## config.mk

```make
export PLATFORM = sky130hd
export DESIGN_NAME = sha512_sched_sig0_unit
export DESIGN_NICKNAME = d
export VERILOG_FILES = /design/src/rtl/sha512_s0_pkg.sv /design/src/rtl/s0_decode.sv /design/src/rtl/s0_sigma.sv /design/src/rtl/s0_lane_add.sv /design/src/rtl/sha512_sched_sig0_unit.sv
export SDC_FILE = /design/constraint.sdc
export NUM_CORES = 1
export LEC_CHECK = 0
export BUFFER_PORTS_ARGS = -buffer_cell sky130_fd_sc_hd__buf_4
export CAP_MARGIN = 5
export CORE_MARGIN = 4
export CORE_UTILIZATION = 35
export CTS_BUF_LIST = sky130_fd_sc_hd__clkbuf_8
export DETAILED_ROUTE_END_ITERATION = 8
export SLEW_MARGIN = 20
export SYNTH_ARGS = -nofsm -noshare
export SYNTH_HDL_FRONTEND = slang
export SYNTH_SLANG_ARGS = --single-unit
```

## constraint.sdc

```tcl
create_clock -name clk -period 4.1 [get_ports clk]
set_clock_uncertainty 0.05 [all_clocks]
set_input_delay 0.615 -clock clk [delete_from_list [all_inputs] [get_ports clk]]
set_output_delay 0.615 -clock clk [all_outputs]
set_load 0.1 [all_outputs]
```

## src/rtl/sha512_s0_pkg.sv

```systemverilog
`timescale 1ns/1ps
package sha512_s0_pkg;
  localparam int LANE_W = 64;
  localparam int LANES  = 2;
  localparam int DATA_W = LANE_W * LANES;

  typedef logic [LANE_W-1:0] lane_t;

  // Rotate right by n (0 < n < LANE_W)
  function automatic lane_t lane_ror(lane_t v, int unsigned n);
    return (v >> n) | (v << (LANE_W - n));
  endfunction

  function automatic lane_t lane_sigma(lane_t v, int unsigned ra, int unsigned rb,
                                       int unsigned sh);
    return lane_ror(v, ra) ^ lane_ror(v, rb) ^ (v >> sh);
  endfunction

  // Modular lane addition; the carry out of the top bit is discarded
  function automatic lane_t lane_add(lane_t a, lane_t b);
    return a + b;
  endfunction
endpackage

```

## src/rtl/s0_decode.sv

```systemverilog
`timescale 1ns/1ps
module s0_decode #(
  parameter int INSN_W = 32,
  parameter int IDX_W  = 5,
  parameter int OPC_LO = 10,
  parameter logic [INSN_W-OPC_LO-1:0] OPCODE = 22'b1100111011000000100000
) (
  input  logic [INSN_W-1:0] insn,
  input  logic              feat_en,
  output logic [IDX_W-1:0]  dec_rd,
  output logic [IDX_W-1:0]  dec_rn,
  output logic              dec_match,
  output logic              dec_undef
);
  assign dec_match = (insn[INSN_W-1:OPC_LO] == OPCODE);
  assign dec_rd    = insn[IDX_W-1:0];
  assign dec_rn    = insn[2*IDX_W-1:IDX_W];
  assign dec_undef = !dec_match || !feat_en;
endmodule

```

## src/rtl/s0_sigma.sv

```systemverilog
`timescale 1ns/1ps
module s0_sigma
  import sha512_s0_pkg::*;
#(
  parameter int unsigned ROT_A = 1,
  parameter int unsigned ROT_B = 8,
  parameter int unsigned SHR_C = 7
) (
  input  lane_t v,
  output lane_t s
);
  assign s = lane_sigma(v, ROT_A, ROT_B, SHR_C);
endmodule

```

## src/rtl/s0_lane_add.sv

```systemverilog
`timescale 1ns/1ps
module s0_lane_add
  import sha512_s0_pkg::*;
(
  input  logic [DATA_W-1:0] base,
  input  logic [DATA_W-1:0] incr,
  output logic [DATA_W-1:0] sum
);
  for (genvar g = 0; g < LANES; g++) begin : g_add
    assign sum[g*LANE_W +: LANE_W] = lane_add(base[g*LANE_W +: LANE_W],
                                              incr[g*LANE_W +: LANE_W]);
  end
endmodule

```

## src/rtl/sha512_sched_sig0_unit.sv

```systemverilog
`timescale 1ns/1ps
module sha512_sched_sig0_unit
  import sha512_s0_pkg::*;
#(
  parameter int INSN_W = 32,
  parameter int IDX_W  = 5,
  parameter int OPC_LO = 10,
  parameter logic [INSN_W-OPC_LO-1:0] OPCODE = 22'b1100111011000000100000,
  parameter int unsigned ROT_A = 1,
  parameter int unsigned ROT_B = 8,
  parameter int unsigned SHR_C = 7
) (
  input  logic              clk,
  input  logic              rst_n,
  input  logic              in_valid,
  output logic              in_ready,
  input  logic [INSN_W-1:0] insn,
  input  logic              feat_en,
  input  logic [DATA_W-1:0] opd_acc,
  input  logic [DATA_W-1:0] opd_src,
  output logic              out_valid,
  input  logic              out_ready,
  output logic [DATA_W-1:0] out_result,
  output logic [IDX_W-1:0]  out_rd,
  output logic              out_undef,
  output logic              out_wr_en
);
  // Handshake events brought out as named wires
  logic in_fire, s2_take, s1_adv;
  logic s1_valid, s1_undef;
  logic [IDX_W-1:0]  s1_rd;
  logic [DATA_W-1:0] s1_sig, s1_base;

  assign s2_take  = !out_valid || out_ready;
  assign s1_adv   = s1_valid && s2_take;
  assign in_ready = !s1_valid || s2_take;
  assign in_fire  = in_valid && in_ready;

  // Decode
  logic [IDX_W-1:0] dec_rd, dec_rn;
  logic dec_match, dec_undef;

  s0_decode #(.INSN_W(INSN_W), .IDX_W(IDX_W), .OPC_LO(OPC_LO), .OPCODE(OPCODE)) u_dec (
    .insn(insn), .feat_en(feat_en), .dec_rd(dec_rd), .dec_rn(dec_rn),
    .dec_match(dec_match), .dec_undef(dec_undef)
  );

  // The operand values arrive already read; the source index is not needed here
  logic unused_rn, unused_src_hi, unused_match;
  assign unused_rn     = ^dec_rn;
  assign unused_match  = dec_match;
  assign unused_src_hi = ^opd_src[DATA_W-1:LANE_W];

  // Stage 1: sigma0 per lane, cross-connected inputs
  logic [DATA_W-1:0] sig_next;
  for (genvar g = 0; g < LANES; g++) begin : g_sig
    lane_t opnd;
    if (g == 0) begin : g_lo
      assign opnd = opd_acc[DATA_W-1:LANE_W];   // low result uses accumulator high lane
    end else begin : g_hi
      assign opnd = opd_src[LANE_W-1:0];        // high result uses source low lane
    end
    s0_sigma #(.ROT_A(ROT_A), .ROT_B(ROT_B), .SHR_C(SHR_C)) u_sig (
      .v(opnd), .s(sig_next[g*LANE_W +: LANE_W])
    );
  end

  always_ff @(posedge clk or negedge rst_n) begin
    if (!rst_n) begin
      s1_valid <= 1'b0;
      s1_undef <= 1'b0;
      s1_rd    <= '0;
      s1_sig   <= '0;
      s1_base  <= '0;
    end else begin
      if (in_fire) begin
        s1_valid <= 1'b1;
        s1_undef <= dec_undef;
        s1_rd    <= dec_rd;
        s1_sig   <= sig_next;
        s1_base  <= opd_acc;
      end else if (s1_adv) begin
        s1_valid <= 1'b0;
      end
    end
  end

  // Stage 2: lane additions and output register
  logic [DATA_W-1:0] sum;
  s0_lane_add u_add (.base(s1_base), .incr(s1_sig), .sum(sum));

  always_ff @(posedge clk or negedge rst_n) begin
    if (!rst_n) begin
      out_valid  <= 1'b0;
      out_undef  <= 1'b0;
      out_rd     <= '0;
      out_result <= '0;
    end else if (s2_take) begin
      out_valid <= s1_valid;
      if (s1_valid) begin
        out_undef  <= s1_undef;
        out_rd     <= s1_rd;
        out_result <= s1_undef ? '0 : sum;
      end
    end
  end

  assign out_wr_en = out_valid && !out_undef;


  out_hold_chk: assert property (@(posedge clk) disable iff (!rst_n)
    out_valid && !out_ready |=> out_valid && $stable(out_result) && $stable(out_rd)
                                && $stable(out_undef));

  stall_block_chk: assert property (@(posedge clk) disable iff (!rst_n)
    s1_valid && out_valid && !out_ready |-> !in_ready);

  s1_fill_chk: assert property (@(posedge clk) disable iff (!rst_n)
    in_fire |=> s1_valid);

  s2_fill_chk: assert property (@(posedge clk) disable iff (!rst_n)
    s1_valid && s2_take |=> out_valid);

  undef_quiet_chk: assert property (@(posedge clk) disable iff (!rst_n)
    out_valid && out_undef |-> !out_wr_en && out_result == '0);

  feat_off_chk: assert property (@(posedge clk) disable iff (!rst_n)
    in_fire && !feat_en |=> s1_undef);

  reset_idle_chk: assert property (@(posedge clk)
    $rose(rst_n) |-> !out_valid);
endmodule

```

Yosys cells after proc, flatten, opt, wreduce, memory -nomap -nowiden

Index checks and enable logic that the tools add are counted.
W data, S select, Z words.

Register bits after elaboration: 398
Input bits: 293
Logic and storage cells: 36

Add/sub/neg operators: 2
Mux-type cells: 3
Reductions and logical operators: 13
Bitwise logic cells: 8
Eq/ne operators: 1

Operator list:

| operator               | number |
|---|---|
| $add A64 B64 Y64       | 2 |
| $mux W128              | 1 |
| $or A56 B64 Y64        | 2 |
| $or A63 B64 Y64        | 2 |
| $xor A64 B57 Y64       | 2 |
| $xor A64 B64 Y64       | 2 |
| $eq A22 B22 Y1 const B | 1 |
| $logic_not A1 Y1       | 5 |
| $logic_and A1 B1 Y1    | 3 |
| $logic_or A1 B1 Y1     | 3 |
| $mux W1                | 2 |
| $reduce_and A2 Y1      | 1 |
| $reduce_bool A2 Y1     | 1 |

Depth between registers and ports, before layout

Gate-level depths: netlist of run 1.

Depth after elaboration: 5
Gate-level depth with buffers: 13
Depth with buffers taken out: 13

By module

From an unflattened synthesis of run 1, not the netlist that was laid out.

Cells, all modules: 2,167
Area total of the unflattened synthesis: 25,832.3 um2

Modules (own cells, without submodules):

| module                 | instances | cells each | area an instance (um2) |
|---|---|---|---|
| sha512_sched_sig0_unit | 1         | 985        | 15,672.5 |
| s0_lane_add            | 1         | 1,033      | 7,160.6 |
| s0_sigma               | 2         | 64         | 1,420.1 |
| s0_decode              | 1         | 21         | 158.9 |

Worst setup path before layout of run 1

No wires, ideal clock.

Path kind: register to register
Start point: register out_valid
End point: register s1_base[100]
Setup time: 125 ps
Slack: 301 ps
Arrival time: 3,624 ps
Stages on the path, launching flop included: 7
Cell sequence: dfrtp_1 nand3b_1 nand2_1 clkbuf_1 clkbuf_1 clkbuf_1 mux2_2

Word-level cells in the longest chain between the ends: 4

Ends and longest elaborated chain:

| item                     | line                         | source |
|---|---|---|
| start: declaration       | sha512_sched_sig0_unit.sv:21 | `output logic out_valid,` |
| start signal: assignment | sha512_sched_sig0_unit.sv:99 | `out_valid <= s1_valid;` |
| $logic_not A1 Y1         | sha512_sched_sig0_unit.sv:34 | `assign s2_take = !out_valid \|\| out_ready;` |
| $logic_or A1 B1 Y1       | sha512_sched_sig0_unit.sv:34 |  |
| $logic_or A1 B1 Y1       | sha512_sched_sig0_unit.sv:36 | `assign in_ready = !s1_valid \|\| s2_take;` |
| net in_ready             | sha512_sched_sig0_unit.sv:16 | `output logic in_ready,` |
| $logic_and A1 B1 Y1      | sha512_sched_sig0_unit.sv:37 | `assign in_fire = in_valid && in_ready;` |
| end signal: assignment   | sha512_sched_sig0_unit.sv:81 | `s1_base <= opd_acc;` |
| end: declaration         | sha512_sched_sig0_unit.sv:32 | `logic [DATA_W-1:0] s1_sig, s1_base;` |

The timed path passes the listed nets, and every way through them passes these cells.
A chain may end at the register's enable or synchronous reset.

Worst setup path after layout of run 1

Start point: register s1_sig[0]
End point: register out_result[62]

Word-level cells in the longest chain between the ends: 2

Ends and longest elaborated chain:

| item                     | line                          | source |
|---|---|---|
| start: declaration       | sha512_sched_sig0_unit.sv:32  |  |
| start signal: assignment | sha512_sched_sig0_unit.sv:80  | `s1_sig <= sig_next;` |
| $add A64 B64 Y64         | sha512_s0_pkg.sv:21           | `return a + b;` |
| $mux W128                | sha512_sched_sig0_unit.sv:103 | `out_result <= s1_undef ? '0 : sum;` |
| end signal: assignment   | sha512_sched_sig0_unit.sv:103 |  |
| end: declaration         | sha512_sched_sig0_unit.sv:23  | `output logic [DATA_W-1:0] out_result,` |

Every way passes these cells.

==> results of run 1 <==
## synth_stat cells (all sizes together) (45+ instances only)
cell type  number
dfrtp         398
inv            45
a21oi         156
a21o           82
mux2          139
xnor2         190
ha            126
o21ai         285
nor2           66
nand2         339
xor2          162
clkbuf        108
## power groups by stage
stage / combinational, mW / sequential (mW) / clock, mW
floorplan: 4.16 / 8.46 / 0
global placement: 9.79 / 5.54 / 0
detailed placement: 9.84 / 5.55 / 0
CTS: 9.87 / 5.50 / 4.41
global route: 10.5 / 5.59 / 4.59
finish: 9.85 / 5.50 / 4.25
## repair_timing
item,4_1_cts,5_1_grt
endpoints found under the setup margin,0,0
endpoints found under the hold margin,82,0
hold buffers,1,0
setup buffers,0,0
## critical path: stages, from the launching register on
cell	delay, ns
dfrtp_1	0.36
ha_1	0.18
inv_1	0.06
fa_1	0.39
and2b_1	0.27
o211ai_1	0.16
a31oi_4	0.28
o21ai_4	0.11
or4b_4	0.54
a21oi_1	0.16
o21ai_0	0.15
a2111oi_1	0.50
buf_4	0.21
o2111ai_1	0.11
nand3_1	0.13
## cells by family after synthesis
kind of cell,count (synthesis),synth area share
adder cells (fa/ha/maj),128,0.0674
multiplexers,144,0.0674
AO/OA/AOI/OAI,701,0.179
AND/OR/NAND/NOR,595,0.112
buffers and inverters,170,0.0296
flip-flops,398,0.415
XOR/XNOR,352,0.129
## worst min-delay path by stage
| stage | start | to | slack, ns | cells past startpoint |
|---|---|---|---|---|
| final | opd_acc[21] | s1_base[21]$_DFFE_PN0P_ | 0.16 | 2 |
| after global routing | opd_acc[20] | s1_base[20]$_DFFE_PN0P_ | 0.11 | 2 |
| after CTS | opd_acc[0] | s1_base[0]$_DFFE_PN0P_ | 0.09 | 2 |
| after detailed placement | out_result[104]$_DFFE_PN0P_ | out_result[104]$_DFFE_PN0P_ | 0.42 | 2 |
| after global placement | s1_sig[64]$_DFFE_PN0P_ | s1_sig[64]$_DFFE_PN0P_ | 0.42 | 2 |
| after floorplan | rst_n | out_rd[0]$_DFFE_PN0P_ | 0.27 | 0 |
## sequential cells by signal (all words and copies together), names as in the netlist
register    cells
s1_valid        1
out_valid       1
s1_rd           5
out_undef       1
out_result    128
s1_base       128
s1_undef        1
out_rd          5
s1_sig        128
## per-layer routing
metal / share of wire / up-vias
met3: 0.052 / 93
met2: 0.46 / 539
met4: 0.020 / 2
met1: 0.47 / 9476
met5: 0.00016 / -
li1: - / 9479
## through the flow
stage | hold WS (ns) | instances | power, mW | setup WS [ns]
after floorplan | 0.269 | 2488 | 12.6 | 0.301
after global placement | 0.418 | 3625 | 15.3 | 0.455
after detailed placement | 0.422 | 3625 | 15.4 | 0.332
after CTS | 0.0868 | 3758 | 19.8 | 0.295
after global routing | 0.112 | 3759 | 20.7 | 0.156
final | 0.162 | 3759 | 19.6 | 0.360
## layout by cell type (no fill, tap or decap), types with 7 or more instances in the layout
cell type / Yosys / layout
a41oi_1: 7 / 7
xnor2_1: 190 / 190
o211ai_1: 13 / 13
and2_1: 7 / 7
nand4_1: 42 / 42
nand2b_1: 17 / 17
a211oi_1: 8 / 8
bufinv_16: 0 / 7
a31oi_1: 18 / 18
nor3_1: 23 / 23
inv_1: 45 / 67
clkinv_2: 0 / 7
buf_4: 3 / 379
ha_1: 126 / 126
and3_1: 13 / 13
nor2_1: 66 / 65
nand2_1: 339 / 337
o21bai_1: 41 / 41
nand3_1: 33 / 33
a21o_1: 80 / 80
mux2_2: 139 / 139
dfrtp_1: 398 / 398
xor2_1: 162 / 162
a21oi_1: 155 / 155
buf_12: 0 / 9
clkbuf_8: 1 / 94
nor4_1: 7 / 7
o31ai_1: 17 / 17
a22o_1: 7 / 7
o21ai_0: 277 / 277
nor2b_1: 14 / 14
## area by class of cell
cell class              count  share of cell area
multi-input cells        1920               0.456
inverters                  45             0.00578
diodes                      1           0.0000856
clock buffers              94              0.0442
flip-flops and latches    398               0.341
well taps                 873              0.0374
repair buffers            390               0.104
clock inverters            38              0.0117
==> flow_metrics.tcl, run 1 <==
set metrics [dict create \
    r2r-end "out_result[62]$_DFFE_PN0P_" \
    synth-edff-count 0 \
    routed-via-count 19600 \
    drc_errors 0 \
    endpoint "out_result[62]$_DFFE_PN0P_" \
    max_slew_margin 0.307 \
    r2r-start "s1_sig[0]$_DFFE_PN0P_" \
    area_delta_synth_final_pct 21.9 \
    cts_tree "done" \
    wire_per_inst_um 21.4 \
    period_share 0.912 \
    syn_area_sq_mm 0.0240 \
    busiest_layer "met2" \
    use_met1 0.300 \
    cap_viol_max_count 0 \
    hp-class "input pin to flip-flop" \
    synth.distinct_cells 87 \
    max_freq_ghz 0.267 \
    avgSynthCellArea_sq_um 9.64 \
    worst-r2r-cell-count 14 \
    postPlaceCellArea_sq_mm 0.0276 \
    nNetsFinal 3250 \
    internal_power_mw 10.2 \
    worstPathMaxFanout 4 \
    yosysWarnings 0 \
    setup.worst_path.start "s1_sig[0]$_DFFE_PN0P_" \
    synthCells 2488 \
    start_util 0.355 \
    power_density_mw_per_mm2 670 \
    finalSetupViolCount 0 \
    vdd_ir_drop_max_mv 0.544 \
    ant_nets 0 \
    synth.largest_area_cell "dfrtp_1" \
    die_h_um 270 \
    htree_levels 3 \
    die_area_sq_mm 0.0728 \
    stdcell_area_sq_mm 0.0292 \
    power_frac_comb 0.502 \
    status "finished clean" \
    grt_use_met2 0.347 \
    yosys.area.top_type_share 0.415 \
    swShare 0.479 \
    synth-seq-cells 398 \
    die_w_um 270 \
    grt_first_pass_wirelength_um 121000 \
    ys_seq_area_frac 0.415 \
    multi_input_area_sq_mm 0.0133 \
    drive_above_1_share 0.232 \
    gp_congestion 0.893 \
    grt_pass1_vias 20000 \
    num_rows 95 \
    firstDrtPassIters 5 \
    final_util 0.433 \
    clock_sinks 398 \
    viasPerCell 5.21 \
    cts_buffer_depth 3 \
    async_reset_ff_frac 1.00 \
    antenna_found_initial 4 \
    worstSkewPairLatency_ns 0.64 \
    finalHoldViolCount 0 \
    io_buffers 360 \
    leakagePower_nw 13.5 \
    ys.flop_type "dfrtp_1" \
    power_switching_mw 9.38 \
    rsz0062_at_grt "false" \
    path_class "flip-flop to flip-flop" \
    start_kind "flip-flop" \
    period_minus_slack_ns 3.74 \
    slew_viol_final 0 \
    boundaryPins 430 \
    grt_max_degree 154 \
    coreArea_sq_mm 0.0675 \
    required_ns 4.61 \
    pwr-share-seq 0.281 \
    wl_um 80600 \
    nFillCells 6601 \
    grtUsageTotal 0.214 \
    cts_made_buffers 74 \
    reg2reg_setup_slack_ns 0.36 \
    clkTransAtPathRegs_ns 0.06 \
    pwr-share-clk 0.217 \
    end_kind "flip-flop" \
    synth_nets 2909 \
    arrival_ns 4.25 \
    drt_iter0_drc 1364 \
    cts_root_buf "clkbuf_8" \
    tns_ns 0 \
    post_cts_resized 0 \
    hpwlAfterDp_um 62600 \
    overflow 0 \
    synth_area_leaders "dfrtp_1 42%, xnor2_1 6.9%, ha_1 6.6%, mux2_2 6.5%, xor2_1 5.9%" \
    met3_usage 0.0357 \
    worstMarginPinSlew_ns 1.04 \
    area.sequential_sq_mm 0.00996 \
]
No activity file was read; power rests on OpenSTA's default activity.
==> run 2, diff against run 1 <==
- TNS_END_PERCENT: default -> 5
- clock period: 4.1 -> 4 ns (I/O delays scaled with it)
==> run 2 against run 1 <==
Compared with the run above:
- cell area barely moved
- combinational power barely moved
- worst hold slack lost 0.031 ns
- setup slack lost 0.038 ns
- core utilization about the same
- highest routed layer is now met4
- first-iteration DRC count rose by 2.7%
- sequential share of layout area barely moved
==> flow_metrics.tcl, run 2 (same netlist as run 1, synthesis figures left out) <==
set metrics [dict create \
    pwr-share-clk 0.210 \
    reg.largest.list "out_result: 128 flops, s1_base: 128 flops, s1_sig: 128 flops" \
    cts_made_buffers 75 \
    period_minus_slack_ns 3.68 \
    end_kind "flip-flop" \
    wl_met3_um 3850 \
    start_kind "flip-flop" \
    cap_viol_max_count 0 \
    die_w_um 270 \
    viasPerCell 5.28 \
    pwr-share-seq 0.283 \
    coreArea_sq_mm 0.0675 \
    final_cell_mix "398 x dfrtp_1, 387 x buf_4, 337 x nand2_1" \
    finalHoldViolCount 0 \
    arrival_ns 4.15 \
    internal_power_mw 10.3 \
    leakagePower_nw 13.4 \
    num_rows 95 \
    layout_commonest_cell "dfrtp_1" \
    die_area_sq_mm 0.0728 \
    cts-hold-fix-buffers 1 \
    start_util 0.355 \
    drive_above_1_share 0.234 \
    period_share 0.920 \
    wl_um 81300 \
    worstPathMaxFanout 4 \
    firstDrtPassIters 5 \
    hp-class "input pin to flip-flop" \
    antenna_found_initial 5 \
    gp_congestion 0.881 \
    worstSkewPairLatency_ns 0.65 \
    routed-via-count 19900 \
    drt_iter0_drc 1401 \
    top_layer "met4" \
    power_density_mw_per_mm2 683 \
    tns_ns 0 \
    swShare 0.484 \
    status "finished clean" \
    place_ws_ns 0.305 \
    setup.worst_path.start "s1_sig[0]$_DFFE_PN0P_" \
    post_cts_resized 0 \
    path_class "flip-flop to flip-flop" \
    required_ns 4.47 \
    final_util 0.433 \
    cts_buffer_depth 3 \
    io_buffers 360 \
    clkTransAtPathRegs_ns 0.07 \
    finalSetupViolCount 0 \
    route.met2.wl_um 36800 \
    grtUsageTotal 0.217 \
    rsz0062_at_grt "false" \
    slew_viol_final 0 \
    r2r-start "s1_sig[0]$_DFFE_PN0P_" \
    setup_ws_ns 0.321 \
    ant_nets 0 \
    boundaryPins 430 \
    cts_tree "done" \
    max_freq_ghz 0.272 \
    power_frac_comb 0.506 \
    grt_pass1_vias 20500 \
    drc_errors 0 \
    holdWs_ns 0.130 \
    grt_first_pass_wirelength_um 123000 \
    nNetsFinal 3258 \
    power_mw 20.0 \
    die_h_um 270 \
    drt-met1-wl_um 38000 \
    power_switching_mw 9.66 \
    max_slew_margin 0.289 \
    wire_per_inst_um 21.6 \
    hp-start "opd_acc[51]" \
    worstMarginPinSlew_ns 1.07 \
    cts_root_buf "clkbuf_8" \
    htree_levels 3 \
    hpwlAfterDp_um 63000 \
    postCtsSetupBuffers 0 \
    overflow 0 \
    grt_max_degree 87 \
    area_delta_synth_final_pct 21.8 \
    nFillCells 6583 \
    vdd_ir_drop_max_mv 0.668 \
    clock_sinks 398 \
]
run 2: cell count changes in the layout (fill, tap and decap cells not counted), sizes merged:
cell	change
inv	-2
clkinv	-3
bufinv	-2
clkinvlp	+7
buf	+7
diode	+1
clkbuf	-3
run 2: cell type report:
type                       instances  area (sq um)  area share
sequential                       398          9960       0.341
timing repair buffer             397          3090       0.106
clock inverter                    38           313      0.0107
inverter                          45           169     0.00578
multi-input combinational       1920         13300       0.456
clock buffer                      91          1250      0.0429
tap                              873          1090      0.0374
antenna                            2          5.00    0.000171
run 2: power by group through the flow:
stage / clock, mW / combinational (mW) / sequential [mW]
3_5_place_dp: 0 / 10.1 / 5.71
3_3_place_gp: 0 / 10.0 / 5.69
2_1_floorplan: 0 / 4.26 / 8.68
6_report: 4.20 / 10.1 / 5.66
5_1_grt: 4.55 / 10.8 / 5.75
4_1_cts: 4.35 / 10.1 / 5.65
run 2: layer usage:
layer,track usage,vias up
li1,-,9497
met2,0.347,582
met4,0.0779,0
met5,0,-
met1,0.299,9640
met3,0.0347,141
run 2: critical path, stage by stage (launching register included):
cell	delay, ns
dfrtp_1	0.36
ha_1	0.17
inv_1	0.06
fa_1	0.39
and2b_1	0.26
o211ai_1	0.17
a31oi_4	0.28
o21ai_4	0.12
or4b_4	0.54
a21oi_1	0.20
o21ai_0	0.17
a2111oi_1	0.41
buf_4	0.20
or4_1	0.11
nand3_1	0.07
run 2: final timing paths:
kind / to / slack, ns / cells past startpoint
min in group asynchronous: s1_base[51]$_DFFE_PN0P_ / 0.50 / 2
min: s1_base[51]$_DFFE_PN0P_ / 0.13 / 2
max in group asynchronous: s1_sig[89]$_DFFE_PN0P_ / 2.40 / 3
max: out_result[62]$_DFFE_PN0P_ / 0.32 / 14
min reg2reg: out_result[64]$_DFFE_PN0P_ / 0.43 / 2
max reg2reg: out_result[62]$_DFFE_PN0P_ / 0.32 / 14
run 2: per-stage QoR:
stage,instances,cell area (sq um)
floorplan,2488,24000
global placement,3632,27600
detailed placement,3632,27600
CTS,3762,29200
global route,3764,29200
finish,3764,29200
==> run 3, diff against run 2 <==
- GPL_TIMING_DRIVEN: default -> 0
- MAX_ROUTING_LAYER: default -> met4
==> run 3 against run 2 <==
Compared with the run above:
- clock-buffer cell count rose by 2
- clock power is 1% lower
- wire length is 7.0% higher
- sequential power up 0.7%
- worst hold slack worse by 0.017 ns
- cell area grew 0.93%
- cell count is 2.4% higher
- register-to-register slack got worse by 0.12 ns
- global-route usage increased by 2.1 points
- total power rose by 0.26%
- non-clock buffer count grew 93
- first-iteration DRC count down 9.2%
==> flow_metrics.tcl, run 3 (same netlist as run 1, synthesis figures left out) <==
set metrics [dict create \
    final_cell_mix "398 x dfrtp_1, 362 x buf_4, 339 x nand2_1" \
    die_area_sq_mm 0.0728 \
    grt_max_degree 102 \
    viasPerCell 5.23 \
    max_freq_ghz 0.263 \
    finalHoldViolCount 0 \
    max_stage_delay_ns 0.55 \
    clkTransAtPathRegs_ns 0.06 \
    reg2reg_setup_slack_ns 0.20 \
    wl_um 87000 \
    period_minus_slack_ns 3.80 \
    power_mw 20.0 \
    worstMarginPinSlew_ns 1.12 \
    die_w_um 270 \
    nNetsFinal 3351 \
    cts_root_buf "clkbuf_8" \
    io_buffers 360 \
    boundaryPins 430 \
    slowest_stage "a31oi_1" \
    num_rows 95 \
    tns_ns 0 \
    worst-r2r-cell-count 13 \
    arrival_ns 4.26 \
    required_ns 4.46 \
    gp_congestion 0.922 \
    htree_levels 3 \
    path_class "flip-flop to flip-flop" \
    start_util 0.355 \
    routed-via-count 20100 \
    worstPathMaxFanout 4 \
    drt_iter0_drc 1272 \
    ant_nets 0 \
    finalSetupViolCount 0 \
    r2r-end "out_result[122]$_DFFE_PN0P_" \
    coreArea_sq_mm 0.0675 \
    reg.largest.list "out_result: 128 flops, s1_base: 128 flops, s1_sig: 128 flops" \
    firstDrtPassIters 5 \
    hpwlAfterDp_um 68900 \
    grt_pass1_vias 21000 \
    antenna_cells 0 \
    layout_commonest_cell "dfrtp_1" \
    worstSkewPairLatency_ns 0.66 \
    hold_depth 2 \
    hold_path_end "s1_valid$_DFFE_PN0P_" \
    vdd_ir_drop_max_mv 0.542 \
    final_util 0.437 \
    status "finished clean" \
    drive_above_1_share 0.226 \
    slew_viol_final 0 \
    grtUsageTotal 0.239 \
    hp-class "input pin to flip-flop" \
    r2r-start "s1_sig[64]$_DFFE_PN0P_" \
    cts_made_buffers 75 \
    period_share 0.950 \
    max_slew_margin 0.251 \
    clock_sinks 398 \
    dp_cells 3725 \
    wire_per_inst_um 22.6 \
    power_density_mw_per_mm2 679 \
    antenna_found_initial 1 \
    hp-start "in_valid" \
    start_kind "flip-flop" \
    path_cells "ha_1, inv_1, fa_1, nor2b_1, o211ai_1, a21oi_2, a31oi_1, nor2_2, o311ai_4, a211oi_2, o21ai_0, nand3_1, a32o_1" \
    die_h_um 270 \
    cts_buffer_depth 3 \
    cap_viol_max_count 0 \
    rsz0062_at_grt "false" \
    drc_errors 0 \
    leakagePower_nw 13.5 \
    grt_first_pass_wirelength_um 130000 \
    end_kind "flip-flop" \
    finalNonFillerCells 3854 \
    area_delta_synth_final_pct 23.0 \
    cts_tree "done" \
    overflow 0 \
]
[run 3: changes by cell type in the layout (fill, tap and decap cells not counted), sizes merged]
| cell | delta |
|---|---|
| clkbuf | +110 |
| inv | -5 |
| diode | -2 |
| bufinv | -1 |
| clkinv | +10 |
| clkinvlp | -7 |
| buf | -15 |
[run 3: what timing repair did]
item                                    4_1_cts  5_1_grt
setup buffers                                 0        0
endpoints found under the setup margin        3       13
gates cloned                                  0        0
gates resized for setup                       3        5
pin swaps                                     0        0
hold endpoints to repair                     38        0
hold buffers                                  1        0
[run 3: critical path: cells and delay by family, from the launching register on]
kind	cells	cell delay [ns]
flops	1	0.38
compound gates	7	2.28
simple gates	3	0.39
fa+ha+maj	2	0.46
buf+inv	1	0.10
[run 3: report_power, final]
part | switching, mW | internal [mW] | leakage, nW | total (mW)
combinational | 7.19 | 2.98 | 7.74 | 10.2
sequential | 0.771 | 4.93 | 4.92 | 5.70
clock | 1.80 | 2.35 | 0.860 | 4.14
total | 9.76 | 10.2 | 13.5 | 20.0
[run 3: area by class of cell]
cell class	count	area, sq um
Sequential cell	398	9960
Buffer	125	543
Clock inverter	35	262
Fill cell	6580	38000
Inverter	45	169
Multi-Input combinational cell	1920	13300
Clock buffer	93	1280
Timing Repair Buffer	365	2830
Tap cell	873	1090
[run 3: layer usage]
layer	track usage	up-vias	share of wire
li1	-	9689	-
met1	0.321	9882	0.47
met2	0.384	470	0.47
met3	0.0289	104	0.037
met4	0.0622	0	0.022
met5	-	-	0
[run 3: how the worst max path moves through the flow]
stage / start / endpoint / slack, ns / depth (start not counted)
final: s1_sig[64]$_DFFE_PN0P_ / out_result[122]$_DFFE_PN0P_ / 0.20 / 13
after global routing: s1_sig[0]$_DFFE_PN0P_ / out_result[62]$_DFFE_PN0P_ / 0.003 / 13
after CTS: s1_sig[64]$_DFFE_PN0P_ / out_result[100]$_DFFE_PN0P_ / 0.05 / 13
after detailed placement: out_ready / s1_sig[66]$_DFFE_PN0P_ / -0.20 / 9
after global placement: rst_n / s1_sig[82]$_DFFE_PN0P_ / -1.62 / 1
after floorplan: out_valid$_DFFE_PN0P_ / s1_base[100]$_DFFE_PN0P_ / 0.20 / 6
[run 3: per-stage QoR]
stage / worst slack (ns) / hold slack (ns) / instance area (sq um)
global route: 0.00306 / 0.0797 / 29500
global placement: -1.62 / 0.413 / 27800
detailed placement: -0.198 / 0.423 / 27900
finish: 0.200 / 0.114 / 29500
CTS: 0.0468 / 0.0494 / 29500
floorplan: 0.201 / 0.254 / 24000
